==> src/rtl/pc_seq_pkg.sv <==
package pc_seq_pkg;
  typedef enum logic [2:0] {
    OP_NEXT = 3'd0,
    OP_JUMP = 3'd1,
    OP_CALL = 3'd2,
    OP_RET  = 3'd3,
    OP_INTR = 3'd4
  } seq_op_e;
endpackage

==> src/rtl/pc_rst_sync.sv <==
module pc_rst_sync #(
  parameter int STAGES = 2
) (
  input  logic clk,
  input  logic rst_in,
  output logic rst_sync_o
);
  // Plain flop chain; power-up value 0 so no reset appears at start-up.
  logic [STAGES-1:0] chain_q = '0;

  always_ff @(posedge clk) begin
    chain_q <= {chain_q[STAGES-2:0], rst_in};
  end

  assign rst_sync_o = chain_q[STAGES-1];
endmodule

==> src/rtl/pc_ret_stack.sv <==
module pc_ret_stack #(
  parameter int DW    = 13,
  parameter int DEPTH = 6
) (
  input  logic          clk,
  input  logic          push_i,
  input  logic          pop_i,
  input  logic [DW-1:0] push_data_i,
  output logic [DW-1:0] pop_data_o,
  output logic          ovf_o,
  output logic          unf_o
);
  localparam int PW = $clog2(DEPTH);
  localparam int CW = $clog2(DEPTH + 1);
  localparam logic [PW-1:0] LAST_IDX = PW'(DEPTH - 1);
  localparam logic [CW-1:0] FULL_CNT = CW'(DEPTH);

  // Storage, position and fill count keep their values across reset.
  logic [DW-1:0] mem_q [DEPTH] = '{default: '0};
  logic [PW-1:0] top_q = '0;
  logic [CW-1:0] cnt_q = '0;
  logic          ovf_q = 1'b0;
  logic          unf_q = 1'b0;

  logic [PW-1:0] above_idx;
  logic [PW-1:0] below_idx;
  logic          full;
  logic          empty;

  assign above_idx = (top_q == LAST_IDX) ? '0 : top_q + 1'b1;
  assign below_idx = (top_q == '0) ? LAST_IDX : top_q - 1'b1;
  assign full      = (cnt_q == FULL_CNT);
  assign empty     = (cnt_q == '0);

  // When empty, the slot above the top holds the entry removed last.
  assign pop_data_o = empty ? mem_q[above_idx] : mem_q[top_q];

  always_ff @(posedge clk) begin
    if (push_i) begin
      mem_q[above_idx] <= push_data_i;
    end
  end

  always_ff @(posedge clk) begin
    ovf_q <= 1'b0;
    unf_q <= 1'b0;
    if (push_i) begin
      top_q <= above_idx;
      if (full) begin
        ovf_q <= 1'b1;
      end else begin
        cnt_q <= cnt_q + 1'b1;
      end
    end else if (pop_i) begin
      if (empty) begin
        unf_q <= 1'b1;
      end else begin
        top_q <= below_idx;
        cnt_q <= cnt_q - 1'b1;
      end
    end
  end

  assign ovf_o = ovf_q;
  assign unf_o = unf_q;
endmodule

==> src/rtl/pc_sequencer.sv <==
module pc_sequencer
  import pc_seq_pkg::*;
#(
  parameter int              PC_W        = 13,
  parameter int              STACK_DEPTH = 6,
  parameter int              SYNC_STAGES = 2,
  parameter logic [PC_W-1:0] RESET_VEC   = PC_W'(12'hFFC)
) (
  input  logic            clk,
  input  logic            rst_in,
  input  logic            halt_n,
  input  logic [2:0]      op_i,
  input  logic [PC_W-1:0] target_i,
  output logic [PC_W-1:0] pc_o,
  output logic            nop_o,
  output logic            stat_clr_o,
  output logic            ovf_o,
  output logic            unf_o
);
  logic            rst_s;
  logic            rst_d_q = 1'b0;
  logic [PC_W-1:0] pc_q    = '0;
  logic            nop_q   = 1'b0;
  logic            clr_q   = 1'b0;

  logic            rst_edge;
  logic            run;
  logic            push;
  logic            pop;
  logic [PC_W-1:0] pc_inc;
  logic [PC_W-1:0] push_data;
  logic [PC_W-1:0] pop_data;
  logic [PC_W-1:0] pc_d;

  pc_rst_sync #(.STAGES(SYNC_STAGES)) u_sync (
    .clk       (clk),
    .rst_in    (rst_in),
    .rst_sync_o(rst_s)
  );

  assign rst_edge = rst_s & ~rst_d_q;
  assign run      = ~rst_s & halt_n;
  assign pc_inc   = pc_q + 1'b1;

  always_comb begin
    push      = rst_edge;
    pop       = 1'b0;
    push_data = pc_q;
    if (run) begin
      case (op_i)
        OP_CALL: begin
          push      = 1'b1;
          push_data = pc_inc;
        end
        OP_INTR: push = 1'b1;
        OP_RET:  pop  = 1'b1;
        default: ;
      endcase
    end
  end

  always_comb begin
    if (rst_s) begin
      pc_d = RESET_VEC;
    end else if (!halt_n) begin
      pc_d = pc_q;
    end else begin
      case (op_i)
        OP_JUMP, OP_CALL, OP_INTR: pc_d = target_i;
        OP_RET:                    pc_d = pop_data;
        default:                   pc_d = pc_inc;
      endcase
    end
  end

  pc_ret_stack #(.DW(PC_W), .DEPTH(STACK_DEPTH)) u_stack (
    .clk        (clk),
    .push_i     (push),
    .pop_i      (pop),
    .push_data_i(push_data),
    .pop_data_o (pop_data),
    .ovf_o      (ovf_o),
    .unf_o      (unf_o)
  );

  always_ff @(posedge clk) begin
    rst_d_q <= rst_s;
    pc_q    <= pc_d;
    clr_q   <= rst_s;
    nop_q   <= ~rst_s & ~halt_n;
  end

  assign pc_o       = pc_q;
  assign nop_o      = nop_q;
  assign stat_clr_o = clr_q;
endmodule

==> config.mk <==
export PLATFORM = sky130hd
export DESIGN_NAME = pc_sequencer
export DESIGN_NICKNAME = d
export VERILOG_FILES = /design/src/rtl/pc_seq_pkg.sv /design/src/rtl/pc_rst_sync.sv /design/src/rtl/pc_ret_stack.sv /design/src/rtl/pc_sequencer.sv
export SDC_FILE = /design/constraint.sdc
export NUM_CORES = 1
export LEC_CHECK = 0
export ABC_AREA = 1
export BUFFER_PORTS_ARGS = -buffer_cell sky130_fd_sc_hd__buf_2
export CAP_MARGIN = 25
export CORE_AREA = 5 5 108 110
export DETAILED_ROUTE_END_ITERATION = 8
export DIE_AREA = 0 0 113 115
export GPL_TIMING_DRIVEN = 1
export PLACE_DENSITY_LB_ADDON = 0.25
export SYNTH_ARGS = -nofsm -noshare
export SYNTH_HDL_FRONTEND = slang
export SYNTH_HIERARCHICAL = 1
export SYNTH_SLANG_ARGS = --single-unit
==> constraint.sdc <==
create_clock -name clk -period 2.65 [get_ports clk]
set_clock_uncertainty 0.15 [all_clocks]
set_input_delay 0.3975 -clock clk [delete_from_list [all_inputs] [get_ports clk]]
set_output_delay 0.3975 -clock clk [all_outputs]
set_load 0.01 [all_outputs]
# Word level (Yosys, flattened, before mapping)
# Memories as Yosys holds them, arrays and structs flattened. A register that Yosys moved wholly into a read port is not among the register bits.
# Index checks and enable logic that the tools add are counted.
# W data, S select, Z words.
dict set report totals {
  ram_bits 78
  register_bits 25
  output_inout_bits 17
  memories 1
  elab_cells 59
}
# memory depth width rd rd_ports_with_merged_regs write_ports line_no
set mem_list {}
lappend mem_list {u_stack.mem_q 6 13 2 1 1 pc_ret_stack.sv:19} ;# logic [DW-1:0] mem_q [DEPTH] = '{default: '0};
dict set report op_classes {
  n_reduce_logical 8
  n_mux 22
  eq_ne 8
  addsub 5
  bitwise 7
}
# op n
set op_table {}
lappend op_table {{$mux W13} 3}
lappend op_table {{$mux W3} 10}
lappend op_table {{$pmux W13 S2} 1}
lappend op_table {{$add A13 B1 Y13 const B} 1}
lappend op_table {{$eq A3 B3 Y1 const B} 3}
lappend op_table {{$mux W1} 8}
lappend op_table {{$add A3 B1 Y3 const B} 2}
lappend op_table {{$eq A3 B2 Y1 const B} 2}
lappend op_table {{$logic_not A3 Y1} 2}
lappend op_table {{$sub A3 B1 Y3 const B} 2}
lappend op_table {{$ne A2 B2 Y1 const B} 2}
lappend op_table {{$not A1 Y1} 4}
lappend op_table {{$reduce_or A2 Y1} 2}
lappend op_table {{$and A1 B1 Y1} 3}
lappend op_table {{$eq A3 B1 Y1 const B} 1}
lappend op_table {{$reduce_and A3 Y1} 1}
lappend op_table {{$reduce_or A3 Y1} 1}
lappend op_table {{$reduce_and A2 Y1} 1}
lappend op_table {{$reduce_bool A2 Y1} 1}

# Logic depth before layout (Yosys ltp)
dict set report logic_depth {
  ltp_word 7
  depth_mapped 14
  mapped_depth_nobuf 13
}

# By module
# Netlist, hierarchy kept.
# module cells_each n_inst area_per_inst_um2
set by_module_without_submodules {}
lappend by_module_without_submodules {pc_ret_stack 518 1 4499.3}
lappend by_module_without_submodules {pc_sequencer 200 1 1168.6}
lappend by_module_without_submodules {pc_rst_sync 2 1 40.0}

# Least setup slack after synthesis
# Ideal clock, no wire load.
dict set report synth_path {
  path_type {input-to-reg}
  start {input port halt_n}
  end {memory u_stack.mem_q[5][0], enable pin}
  n_path_buf 1
  slack_ns -0.026
  path_stages 7
  required_time_ns 2.100
  setup_ns 0.400
  arrival_ns 2.127
  path_cell_list {inv_2 -> nor2_4 -> nand4_1 -> buf_2 -> o221ai_1 -> inv_2 -> nor3_1}
}
dict set report synth_via {
  elab_chain_len 4
}
# item line_no
set synth_lines {}
lappend synth_lines {{start: declaration} pc_sequencer.sv:11} ;# input logic halt_n,
lappend synth_lines {{$and A1 B1 Y1} pc_sequencer.sv:42} ;# assign run = ~rst_s & halt_n;
lappend synth_lines {{$mux W1} pc_sequencer.sv:49} ;# if (run) begin
lappend synth_lines {{net push} pc_sequencer.sv:28} ;# logic push;
lappend synth_lines {{$mux W1} pc_ret_stack.sv:39} ;# if (push_i) begin
lappend synth_lines {{$mux W1 (not written as such)} pc_ret_stack.sv:40} ;# mem_q[above_idx] <= push_data_i;
lappend synth_lines {{end: declaration} pc_ret_stack.sv:19}
# The timed path passes the listed nets, and every way through them passes these cells.

# Final worst setup path
dict set report layout_path {
  start {register pc_q[0] (netlist: pc_o[0])}
  end {memory u_stack.mem_q[0][10] (data pin)}
}
dict set report layout_via {
  elab_chain_len 3
}
# item line_no
set layout_lines {}
lappend layout_lines {{start: declaration} pc_sequencer.sv:22} ;# logic [PC_W-1:0] pc_q = '0;
lappend layout_lines {{start signal: assignment} pc_sequencer.sv:88} ;# pc_q <= pc_d;
lappend layout_lines {{$add A13 B1 Y13} pc_sequencer.sv:43} ;# assign pc_inc = pc_q + 1'b1;
lappend layout_lines {{$mux W13} pc_sequencer.sv:50} ;# case (op_i)
lappend layout_lines {{$mux W13} pc_sequencer.sv:49}
lappend layout_lines {{net push_data[10]} pc_sequencer.sv:31} ;# logic [PC_W-1:0] push_data;
# The timed path passes the listed nets, and every way through them passes these cells.

==> out/qor.yml <==
run_status:
  status: "finished clean"
routing:
  ant_nets: 0
  num_vias: 4900
  drt_wl_total_um: 13600
  drc_errors: 0
  initialDrtViolationCount: 357
  viasPerCell: 5.39
  drt_pass1_iterations: 6
  wire_per_inst_um: 14.9
final_layout:
  layout.filler_cells: 943
  layout-drive-gt1-share: 0.135
  design.final.nets: 786
  antenna_cells_inserted: 0
  seqCellArea_mm2: 0.00296
  multi_input_comb_area_mm2: 0.00243
  finish.utilization: 0.597
  fin_area_mm2: 0.00633
  area_growth_pct: 11.0
  fin_cells: 909
critical_path:
  worstPathRequired_ps: 2490
  crit_fanout: 6
  critical_path_buf_inv_count: 0
  regToRegSetupSlack_ps: 440
  timing.critical_path.cells: "ha_1 -> nand2_1 -> nor2_2 -> nand2_1 -> nor2_1 -> nand2_1 -> nand3_1 -> o21ai_0"
  r2r_startpoint: "pc_o[0]"
  worst_path_max_delay_cell: "sky130_fd_sc_hd__dfxtp_1"
  critical_path.max_stage_delay_ps: 460
  worst_setup_path_end_kind: "flip-flop"
  reg2reg_depth: 8
  cp_launch_type: "flip-flop"
  crit_type: "flip-flop to flip-flop"
  critical_path.most_common_cell: "sky130_fd_sc_hd__nand2_1"
  worstReg2RegEnd: "u_stack/mem_q[0][10]"
  wp_data_arrival_ps: 2060
  critical-path-top-delay-family: "simple AND/OR/NAND/NOR gates"
clocking:
  numClockSinks: 106
  path_clk_slew_ps: 100
  clock_tree_from_tritoncts: "done"
  ctsResizeCount: 0
  cts_hold_repair.buffers: 1
  postCtsSetupRepairBufs: 0
  ctsRootBufferMaster: "sky130_fd_sc_hd__clkbuf_8"
  worstSkewPairLatency_ps: 370
  clk_path_buf_depth: 2
  ctsHtreeMaxLevel: 3
  cts-buffers-inserted: 9
yosys:
  synth-warning-count: 6
  synth.distinct_cells: 34
  synthCells: 720
  number_of_storage_elements_in_the_synthesis_netlist: 106
  syn_area_mm2: 0.00571
  seq_area_frac_synth: 0.519
  synth.avg_cell_area_um2: 7.93
  syn-num-nets: 742
floorplan:
  floorplan.die_area_mm2: 0.0130
  fp.dieH_um: 115
  die_x_um: 113
  core_area_mm2: 0.0106
  fp-row-count: 38
  floorplan.initialDensity: 0.538
  io_pins: 36
placement:
  detailed_place.area_mm2: 0.00612
  portBuffers: 35
  dp_hpwl_um: 9810
  gp_congestion: 0.933
  dp_worst_setup_slack_ps: 457
  dp_cells: 892
sta:
  final.setup.tns_ps: 0
  slew_viol_final: 0
  grt_setup_unrepaired: "false"
  timing.final.hold_violations: 0
  max_freq_mhz: 452
  hold_slack_ps: 143
  layout_min_cycle_time_ps: 2210
  setup_viol_count_final: 0
  worstMarginPinSlew_ps: 873
  slew_headroom: 0.412
  min_period_over_period: 0.834
  finalWorstSetupSlack_ps: 439
hold_path:
  min_path_type: "input port to flip-flop"
  min-delay-start: "target_i[4]"
  holdPathEnd: "pc_o[4]"
  min_path_cells: 3
global_routing:
  globalRoute.totalOverflow: 0
  initial_antenna_violation_count: 0
  grt_max_degree: 53
  first_global_vias: 4634
  grt_first_pass_wirelength_um: 22400
  track_usage: 0.217
power_and_ir_drop:
  leakage_power_nw: 2.76
  power-per-cell-area_mw_per_mm2: 604
  post-layout-total-power_mw: 3.82
  power.ir.vdd_worst_uv: 340
run:
  drv_cap: 0
==> worst min-delay path, stage by stage <==
cell and delay, ps:
sky130_fd_sc_hd__buf_2 80, sky130_fd_sc_hd__a21oi_1 50, sky130_fd_sc_hd__a21oi_1 100
==> state kept, by name (all words and copies together), names as in the netlist, named ones only <==
| signal | flops |
|---|---|
| u_stack/ovf_o | 1 |
| nop_o | 1 |
| u_stack/mem_q | 78 |
| u_stack/top_q | 3 |
| u_stack/unf_o | 1 |
| u_stack/cnt_q | 3 |
| stat_clr_o | 1 |
| pc_o | 13 |
| u_sync/chain_q | 2 |
==> routing by layer <==
| layer | GRT usage | share of wire |
|---|---|---|
| met5 | 0 | 0 |
| met4 | 0.0809 | 0.020 |
| met3 | 0.0263 | 0.078 |
| met2 | 0.350 | 0.45 |
| met1 | 0.303 | 0.45 |
==> synthesized netlist by cell type (all sizes together) <==
cell,n,area share
inv,40,0.026
nand3,83,0.075
xnor2,5,0.0077
nand4,3,0.0033
a22oi,1,0.0013
nor3,4,0.0055
dfxtp,22,0.077
a21oi,28,0.025
nand3b,2,0.0026
clkbuf,5,0.0033
o221ai,1,0.0015
a21boi,1,0.0013
fa,1,0.0035
buf,27,0.027
clkinv,2,0.0013
xor2,4,0.0061
ha,2,0.0044
mux2i,1,0.0018
and2,1,0.0011
o21ai,41,0.037
edfxtp,84,0.44
nor2,77,0.056
a31oi,2,0.0022
nand2,283,0.19
==> cell families (layout without fill, tap and decap cells) <==
family                     after synthesis  after routing  share of synthesized area
buffers and inverters                   74            123                     0.0583
DFF                                    106            106                      0.519
AOI/OAI and AO/OA                       74             74                     0.0675
adders and majority gates                3              3                    0.00789
xor gates and xnor gates                 9              9                     0.0138
and+or+nand+nor                        453            453                      0.332
muxes                                    1              1                    0.00175
==> placed cells by master, fill, tap and decap left out, drive strengths merged, types with 3 or more instances in the layout <==
cell type	n
edfxtp	84
dfxtp	22
nor2	77
clkbuf	10
buf	64
clkinv	5
xnor2	5
a21oi	28
nand4	3
nor3	4
nand3	83
inv	40
o21ai	41
nand2	283
xor2	4
==> layout make-up <==
class                           instances  share of cell area
Sequential cell                       106               0.468
Multi-Input combinational cell        540               0.383
Timing Repair Buffer                   65              0.0636
Tap cell                              140              0.0277
Inverter                               42              0.0249
Clock buffer                           10              0.0201
Clock inverter                          6              0.0128
==> worst max path at each step <==
stage | start | to | depth (start not counted)
finish | pc_o[0] | u_stack/mem_q[0][10] | 8
global route | pc_o[0] | u_stack/mem_q[5][10] | 8
CTS | pc_o[0] | u_stack/mem_q[0][10] | 8
detailed placement | op_i[0] | u_stack/cnt_q[2] | 8
global placement | op_i[0] | u_stack/cnt_q[2] | 8
floorplan | halt_n | u_stack/mem_q[2][0] | 7
==> report_power, final <==
group	total [mW]	internal [mW]	switching (mW)	leakage, nW
clock network	1.06	0.527	0.531	0.104
registers	1.94	1.89	0.0583	0.928
logic	0.822	0.267	0.555	1.73
Power figures use the tool's default switching activity.
